### src/rtl/clkgen_pkg.sv
package clkgen_pkg;

    // Control byte layout; field positions are decoded by the register file.
    typedef struct packed {
        logic       test_n;       // 1 = run, 0 = fixed test ratios
        logic       spread_on;    // register spread request, active high
        logic       spread_half;  // spread width choice, consumed elsewhere
        logic [1:0] code_b;
        logic [1:0] code_a;
        logic       pin_mode;     // 1 = codes and spread from pins
    } ctl_t;

    // Master cycles per output period for a rate code.
    function automatic int code_ratio(input int mult, input logic [1:0] code);
        case (code)
            2'd0:    return mult;
            2'd1:    return mult / 2;
            2'd2:    return mult / 3;
            default: return mult / 4;
        endcase
    endfunction

endpackage

### src/rtl/bank_rate_sel.sv
module bank_rate_sel
    import clkgen_pkg::*;
#(
    parameter int MULT   = 12,
    parameter int TEST_A = 6,
    parameter int TEST_B = 4,
    parameter int CNT_W  = 7
) (
    input  logic [1:0]       pin_code_a,
    input  logic [1:0]       pin_code_b,
    input  logic             spread_pin_n,
    input  ctl_t             ctl,
    output logic [CNT_W-1:0] ratio_a,
    output logic [CNT_W-1:0] ratio_b,
    output logic             spread_en
);

    logic [1:0] code_a;
    logic [1:0] code_b;
    logic       unused_width;

    assign unused_width = ctl.spread_half;

    always_comb begin
        code_a    = ctl.pin_mode ? pin_code_a : ctl.code_a;
        code_b    = ctl.pin_mode ? pin_code_b : ctl.code_b;
        spread_en = ctl.pin_mode ? ~spread_pin_n : ctl.spread_on;
        if (!ctl.test_n) begin
            ratio_a = CNT_W'(MULT * TEST_A);
            ratio_b = CNT_W'(MULT * TEST_B);
        end else begin
            ratio_a = CNT_W'(code_ratio(MULT, code_a));
            ratio_b = CNT_W'(code_ratio(MULT, code_b));
        end
    end

endmodule

### src/rtl/bank_divider.sv
module bank_divider #(
    parameter int CNT_W     = 7,
    parameter int RST_RATIO = 12
) (
    input  logic             clk,
    input  logic             rst_n,
    input  logic [CNT_W-1:0] ratio_i,
    output logic             div_o
);

    typedef struct packed {
        logic [CNT_W-1:0] cnt;
        logic [CNT_W-1:0] ratio;
        logic             hi;
    } div_st_t;

    div_st_t st_d, st_q;
    logic    wrap;
    logic    lo_q;

    always_comb begin
        st_d = st_q;
        wrap = (st_q.cnt >= st_q.ratio - 1'b1);
        if (wrap) begin
            st_d.cnt   = '0;
            st_d.ratio = ratio_i;
        end else begin
            st_d.cnt = st_q.cnt + 1'b1;
        end
        st_d.hi = (st_d.cnt < (st_d.ratio >> 1));
    end

    always_ff @(posedge clk or negedge rst_n) begin
        if (!rst_n) begin
            st_q.cnt   <= '1;
            st_q.ratio <= CNT_W'(RST_RATIO);
            st_q.hi    <= 1'b0;
        end else begin
            st_q <= st_d;
        end
    end

    // Half-cycle extension for odd ratios
    always_ff @(negedge clk or negedge rst_n) begin
        if (!rst_n) lo_q <= 1'b0;
        else        lo_q <= st_q.hi;
    end

    assign div_o = st_q.hi | (st_q.ratio[0] & lo_q);

endmodule

### src/rtl/dual_bank_clkgen.sv
module dual_bank_clkgen
    import clkgen_pkg::*;
#(
    parameter int MULT    = 12,
    parameter int TEST_A  = 6,
    parameter int TEST_B  = 4,
    parameter int NUM_OUT = 5
) (
    input  logic               clk,
    input  logic               rst_n,
    input  logic [1:0]         pin_code_a,
    input  logic [1:0]         pin_code_b,
    input  logic               spread_pin_n,
    input  logic [7:0]         ctl_reg,
    input  logic               oe_a,
    input  logic               oe_b,
    output logic [NUM_OUT-1:0] bank_a_clk,
    output logic [NUM_OUT-1:0] bank_b_clk,
    output logic               ref_clk,
    output logic               bank_a_drive,
    output logic               bank_b_drive,
    output logic               ref_drive,
    output logic               spread_en
);

    localparam int MAX_RATIO = MULT * ((TEST_A > TEST_B) ? TEST_A : TEST_B);
    localparam int CNT_W     = $clog2(MAX_RATIO + 1);
    localparam int NUM_BANKS = 2;

    logic [CNT_W-1:0]     ratio [NUM_BANKS];
    logic [NUM_BANKS-1:0] bank_tick;

    bank_rate_sel #(
        .MULT   (MULT),
        .TEST_A (TEST_A),
        .TEST_B (TEST_B),
        .CNT_W  (CNT_W)
    ) u_sel (
        .pin_code_a   (pin_code_a),
        .pin_code_b   (pin_code_b),
        .spread_pin_n (spread_pin_n),
        .ctl          (ctl_t'(ctl_reg)),
        .ratio_a      (ratio[0]),
        .ratio_b      (ratio[1]),
        .spread_en    (spread_en)
    );

    for (genvar b = 0; b < NUM_BANKS; b++) begin : g_bank
        bank_divider #(
            .CNT_W     (CNT_W),
            .RST_RATIO (MULT)
        ) u_div (
            .clk     (clk),
            .rst_n   (rst_n),
            .ratio_i (ratio[b]),
            .div_o   (bank_tick[b])
        );
    end

    bank_divider #(
        .CNT_W     (CNT_W),
        .RST_RATIO (MULT)
    ) u_ref_div (
        .clk     (clk),
        .rst_n   (rst_n),
        .ratio_i (CNT_W'(MULT)),
        .div_o   (ref_clk)
    );

    for (genvar i = 0; i < NUM_OUT; i++) begin : g_fan
        assign bank_a_clk[i] = bank_tick[0];
        assign bank_b_clk[i] = bank_tick[1];
    end

    assign bank_a_drive = oe_a;
    assign bank_b_drive = oe_b;
    assign ref_drive    = oe_a & oe_b;

endmodule

### config.mk
export PLATFORM = sky130hd
export DESIGN_NAME = dual_bank_clkgen
export DESIGN_NICKNAME = d
export VERILOG_FILES = /design/src/rtl/clkgen_pkg.sv /design/src/rtl/bank_rate_sel.sv /design/src/rtl/bank_divider.sv /design/src/rtl/dual_bank_clkgen.sv
export SDC_FILE = /design/constraint.sdc
export NUM_CORES = 1
export LEC_CHECK = 0
export ABC_AREA = 1
export BUFFER_PORTS_ARGS = -buffer_cell sky130_fd_sc_hd__buf_2
export CAP_MARGIN = 5
export CORE_AREA = 3 3 81 83
export DETAILED_ROUTE_END_ITERATION = 10
export DIE_AREA = 0 0 84 86
export GPL_ROUTABILITY_DRIVEN = 0
export PLACE_DENSITY = 0.74
export SLEW_MARGIN = 20
export SYNTH_ARGS = -nofsm -noshare
export SYNTH_HDL_FRONTEND = slang
export SYNTH_SLANG_ARGS = --single-unit
### constraint.sdc
create_clock -name clk -period 2.7 [get_ports clk]
set_input_delay 0.27 -clock clk [delete_from_list [all_inputs] [get_ports clk]]
set_output_delay 0.27 -clock clk [all_outputs]
set_load 0.01 [all_outputs]
# ---- Yosys cells after proc, flatten, opt, wreduce, memory -nomap -nowiden
# Index checks and enable logic that the tools add are counted.
dict set report totals {
  ff_bits 46
  input_bits 17
  output_inout_bits 15
}
dict set report classes {
  n_addsub 6
  order_cmp 6
  n_eq_ne 4
  mux 13
  n_bitwise 6
  n_reduce_logical 2
}
# operator count
set ops {}
lappend ops {{7-bit two-way mux} 8}
lappend ops {{4-bit case mux with 3 select lines} 2}
lappend ops {{7-bit by 1-bit adder with 7-bit output (second input constant)} 3}
lappend ops {{7-bit greater-or-equal comparator} 3}
lappend ops {{7-bit by 6-bit < comparator with 1-bit output} 3}
lappend ops {{7-bit by 1-bit subtractor with 7-bit output (second input constant)} 3}
lappend ops {{2-bit by 1-bit equality test with 1-bit output (second input constant)} 2}
lappend ops {{2-bit equality test (second input constant)} 2}
lappend ops {{2-bit logical NOT} 2}
lappend ops {{2-bit two-way mux} 2}
lappend ops {{1-bit bitwise AND} 3}
lappend ops {{1-bit bitwise OR} 2}
lappend ops {{1-bit two-way mux} 1}
lappend ops {{1-bit inverter} 1}

# ---- Depth between registers and ports, before layout
dict set report logic_depth {
  ltp_word 6
  ltp_mapped 21
  mapped_depth_nobuf 21
}

# ---- Cells and area by module
# A second synthesis with hierarchy kept.
dict set report hier_totals {
  hier_cells 435
  hier_area_um2 3577.2
}
# mod instances cells_per_inst area_per_inst_um2 seq_area_each_um2
set modules_own_cells {}
lappend modules_own_cells {{bank_divider at g_bank[0].u_div ...} 2 128 1102.3 411.6}
lappend modules_own_cells {{bank_divider at g_bank[1].u_div} 1 127 1099.8 411.6}
lappend modules_own_cells {bank_rate_sel 1 38 182.7 0.0}
lappend modules_own_cells {dual_bank_clkgen 1 14 90.1 0.0}

==> metrics.txt <==
status=complete, but fails checks; failing checks=setup timing; Sw Share=0.4161; GRT Util Overall=0.2190; crit end category=register; Internal=1.928 mW; Post-DRT Antenna Nets=0; most frequent cells in the layout=buf_4 (69), inv_1 (57), nand2_1 (54); metal3 WL=397 um; worst-skew pair later-pin latency=0.31 ns; final worst path period share=1.078; R2R setup slack=-0.21 ns; net switching power=approximately 1.4 mW; simple-gate share of the synthesized area=0.1993; clock share of power=0.136; chip width=84 um; RR Startpoint=g_bank[1].u_div.st_q[2]; I/O pin total=32; Pwr per Cell Area=751.4 nW/um2; most common cell after layout, fill and taps aside=buf_4; register share of total power=0.271; Yosys reg bits=46; prevailing post-synth register cell=dfstp_2; Post-Place Setup Slack=-0.2322 ns; Starting Density=0.5334; remaining global-route overflow=0; Final Util=0.7422; Max Cap Viol=0; Final Setup Violations=4; Post-synth EDFFs=0; post-synthesis mux area share=0.003170; Die Height=between 80 and 90 um; highest routed metal layer=met4; Ys Warns=0; ys async rst share=1.000; cell count along the critical path=18; met2 wire len=around 4800 um; Via Count=2994; CTS tree=built; core footprint=just under 6000 um2; final wirelength=9028 um; DRT iter0 DRCs=roughly 170; H-tree Lvls=2; Post-Synth XOR/XNOR Area=0.05547; WHS=0.3036 ns; Setup crit start=g_bank[1].u_div.st_q[2]; Post-Synth Adder-Cell Area=0.1624; vias in the first global route=2928; Max clock buf depth=2; Num CTS Buffers=5; RSZ-0062 raised after global routing=true; worst r2r dst=g_bank[1].u_div.st_q[0]; cell type group with the largest total delay on the critical path=simple AND/OR/NAND/NOR gates; post-DR vias/cell=5.356; WP data required=2.94 ns; largest family of logic cells by synthesized area=simple AND/OR/NAND/NOR gates; proportion of layout cells with a drive suffix above 1=0.4897; Post-Syn Nets=443; cell mode on critical path=nand2_2; startpoint types=register; Worst R2R Path Depth=18; CTS Sinks=46; VDD IR-drop max=0.0008086 V; met1 wire length=approximately 3400 um; nets@finish=541; Post-Route Setup TNS=-0.4590 ns; CP max-delay cell=dfrtp_1; full die area=7224 um2; Post-Syn Area per Cell=approximately 8.2 um2; Layout area overhead=39.14%; Worst Path Max Fanout=7; Final Worst Setup Slack=-0.2096 ns; Detail Placement HPWL=between 5000 and 6000 um; post-synthesis instance area=3158 um2; initial antenna violation count=0; # fillers=371; Max transition margin=0.7339; final hold viol count=0; skew final=0.008760 ns; clock tree root driver cell=clkbuf_8; DRC=0; max incr delay on CP=between 0.3 and 0.4 ns; CP arrival=3.15 ns; Non-Filler Instances=between 500 and 600; Synth cell types=32; CP Class=reg2reg; drt first pass iters=5; clock slew at reported path FFs=~0.1 ns; row cnt=28; Placed Cells=528; WP buf/inv=2; worst-margin pin slew=between 0.3 and 0.4 ns; first-pass GRT wire length=12740 um; P_leak=about 2.3 nW; crit path time final=around 2.9 ns; Seq/Total Area, Yosys=0.3752; Mapped Cells=approximately 390; combinational share of power=0.593; Worst Setup EP=g_bank[1].u_div.st_q[0]; IO Port Bufs=30; diode count=0; highest achievable clock rate=about 0.34 GHz; post-DR wirelength/cell=16.15 um; CP cell instances=inv_2 > ha_4 > nand2_2 > nor3_4 > xnor2_1 > ha_1 > nand2_2 > nor2_2 > nand2_2 > nand2_4 > nand2_1 > o21ai_1 > inv_1 > ha_1 > a21o_1 > a21oi_2 > nand2_1 > a21oi_2; worst hold path class=in2reg; fin. max-slew vios=0; post-synthesis compound-gate area fraction=0.08201; pin count of the biggest net entering global routing=33
-- power groups by stage --
stage	Sequential (mW)	Clock, mW	Combinational [mW]
detailed placement	0.905	0	1.38
CTS	0.895	0.458	1.46
floorplan	0.882	0	0.941
global placement	0.900	0	1.31
finish	0.894	0.449	1.96
global route	0.904	0.484	2.16
-- worst min path at each step --
stage	endpoint	cells past startpoint	startpoint
floorplan	g_bank[0].u_div.st_q[0]	0	rst_n
global placement	g_bank[0].u_div.st_q[5]	1	rst_n
detailed placement	g_bank[0].u_div.st_q[7]	1	rst_n
CTS	g_bank[1].u_div.st_q[1]	3	ctl_reg[7]
global route	g_bank[1].u_div.st_q[1]	3	ctl_reg[7]
finish	g_bank[1].u_div.st_q[1]	3	ctl_reg[7]
-- final cells by class --
class | instances | area [um2] | share of cell area
Clock buffer | 5 | 68.82 | 0.01566
Clock inverter | 3 | 23.77 | 0.005410
Inverter | 74 | 285.3 | 0.06492
Multi-Input combinational cell | 251 | 2003 | 0.4559
Sequential cell | 46 | 1185 | 0.2696
Tap cell | 75 | 93.84 | 0.02136
Timing Repair Buffer | 105 | 734.5 | 0.1671
-- Yosys cell counts (all sizes together), types with 2 or more instances --
library cell  count  area [um2]
a21oi            20       118.9
dfstp            27       709.4
o21ai            10       57.56
xor2             11       96.34
nor3              7       35.03
ha               41       513.0
buf              14       106.4
and3              3       18.77
xnor2             9       78.83
o22ai             4       37.53
nand3            21       105.1
nor2             40       160.2
a21o              5       37.54
dfrtn             2       50.05
inv              74       280.3
nand2            77       304.0
dfrtp            17       425.4
-- worst register-to-register path: stages (launching register included) --
cell	delay (ns)
dfrtp_1	0.38
inv_2	0.12
ha_4	0.17
nand2_2	0.08
nor3_4	0.13
xnor2_1	0.11
ha_1	0.34
nand2_2	0.08
nor2_2	0.15
nand2_2	0.10
nand2_4	0.14
nand2_1	0.12
o21ai_1	0.17
inv_1	0.09
ha_1	0.20
a21o_1	0.16
a21oi_2	0.14
nand2_1	0.07
a21oi_2	0.09
-- what timing repair did --
item	4_1_cts	5_1_grt
pin swaps	24	48
hold endpoints to repair	6	0
hold buffers	1	0
buffers inserted	13	9
gates resized for setup	44	65
setup endpoints to repair	3	8
gates cloned	0	0
-- metrics by stage --
| stage | cell area, um2 | power (mW) |
|---|---|---|
| floorplan | 3158 | 1.823 |
| global placement | 3686 | 2.211 |
| detailed placement | 3686 | 2.282 |
| CTS | 4051 | 2.816 |
| global route | 4394 | 3.550 |
| finish | 4394 | 3.302 |
-- per-layer routing --
layer	up-vias	global-route usage
li1	1404	-
met4	0	0.09503
met5	-	0
met3	49	0.03939
met1	1432	0.2403
met2	109	0.4129
-- flip-flops by register name (all words and copies together) (netlist names) --
name,flops
g_bank.u_div.lo_q,2
u_ref_div.st_q,14
g_bank.u_div.st_q,30
-- kinds of logic (layout without fill, tap and decap cells) --
logic type      after synthesis  after routing
simple gates                149            149
buf+inv                      88            187
flops                        46             46
fa+ha+maj                    41             41
compound gates               40             40
xor+xnor                     20             20
mux                           1              1
No activity file was read; power rests on OpenSTA's default activity.
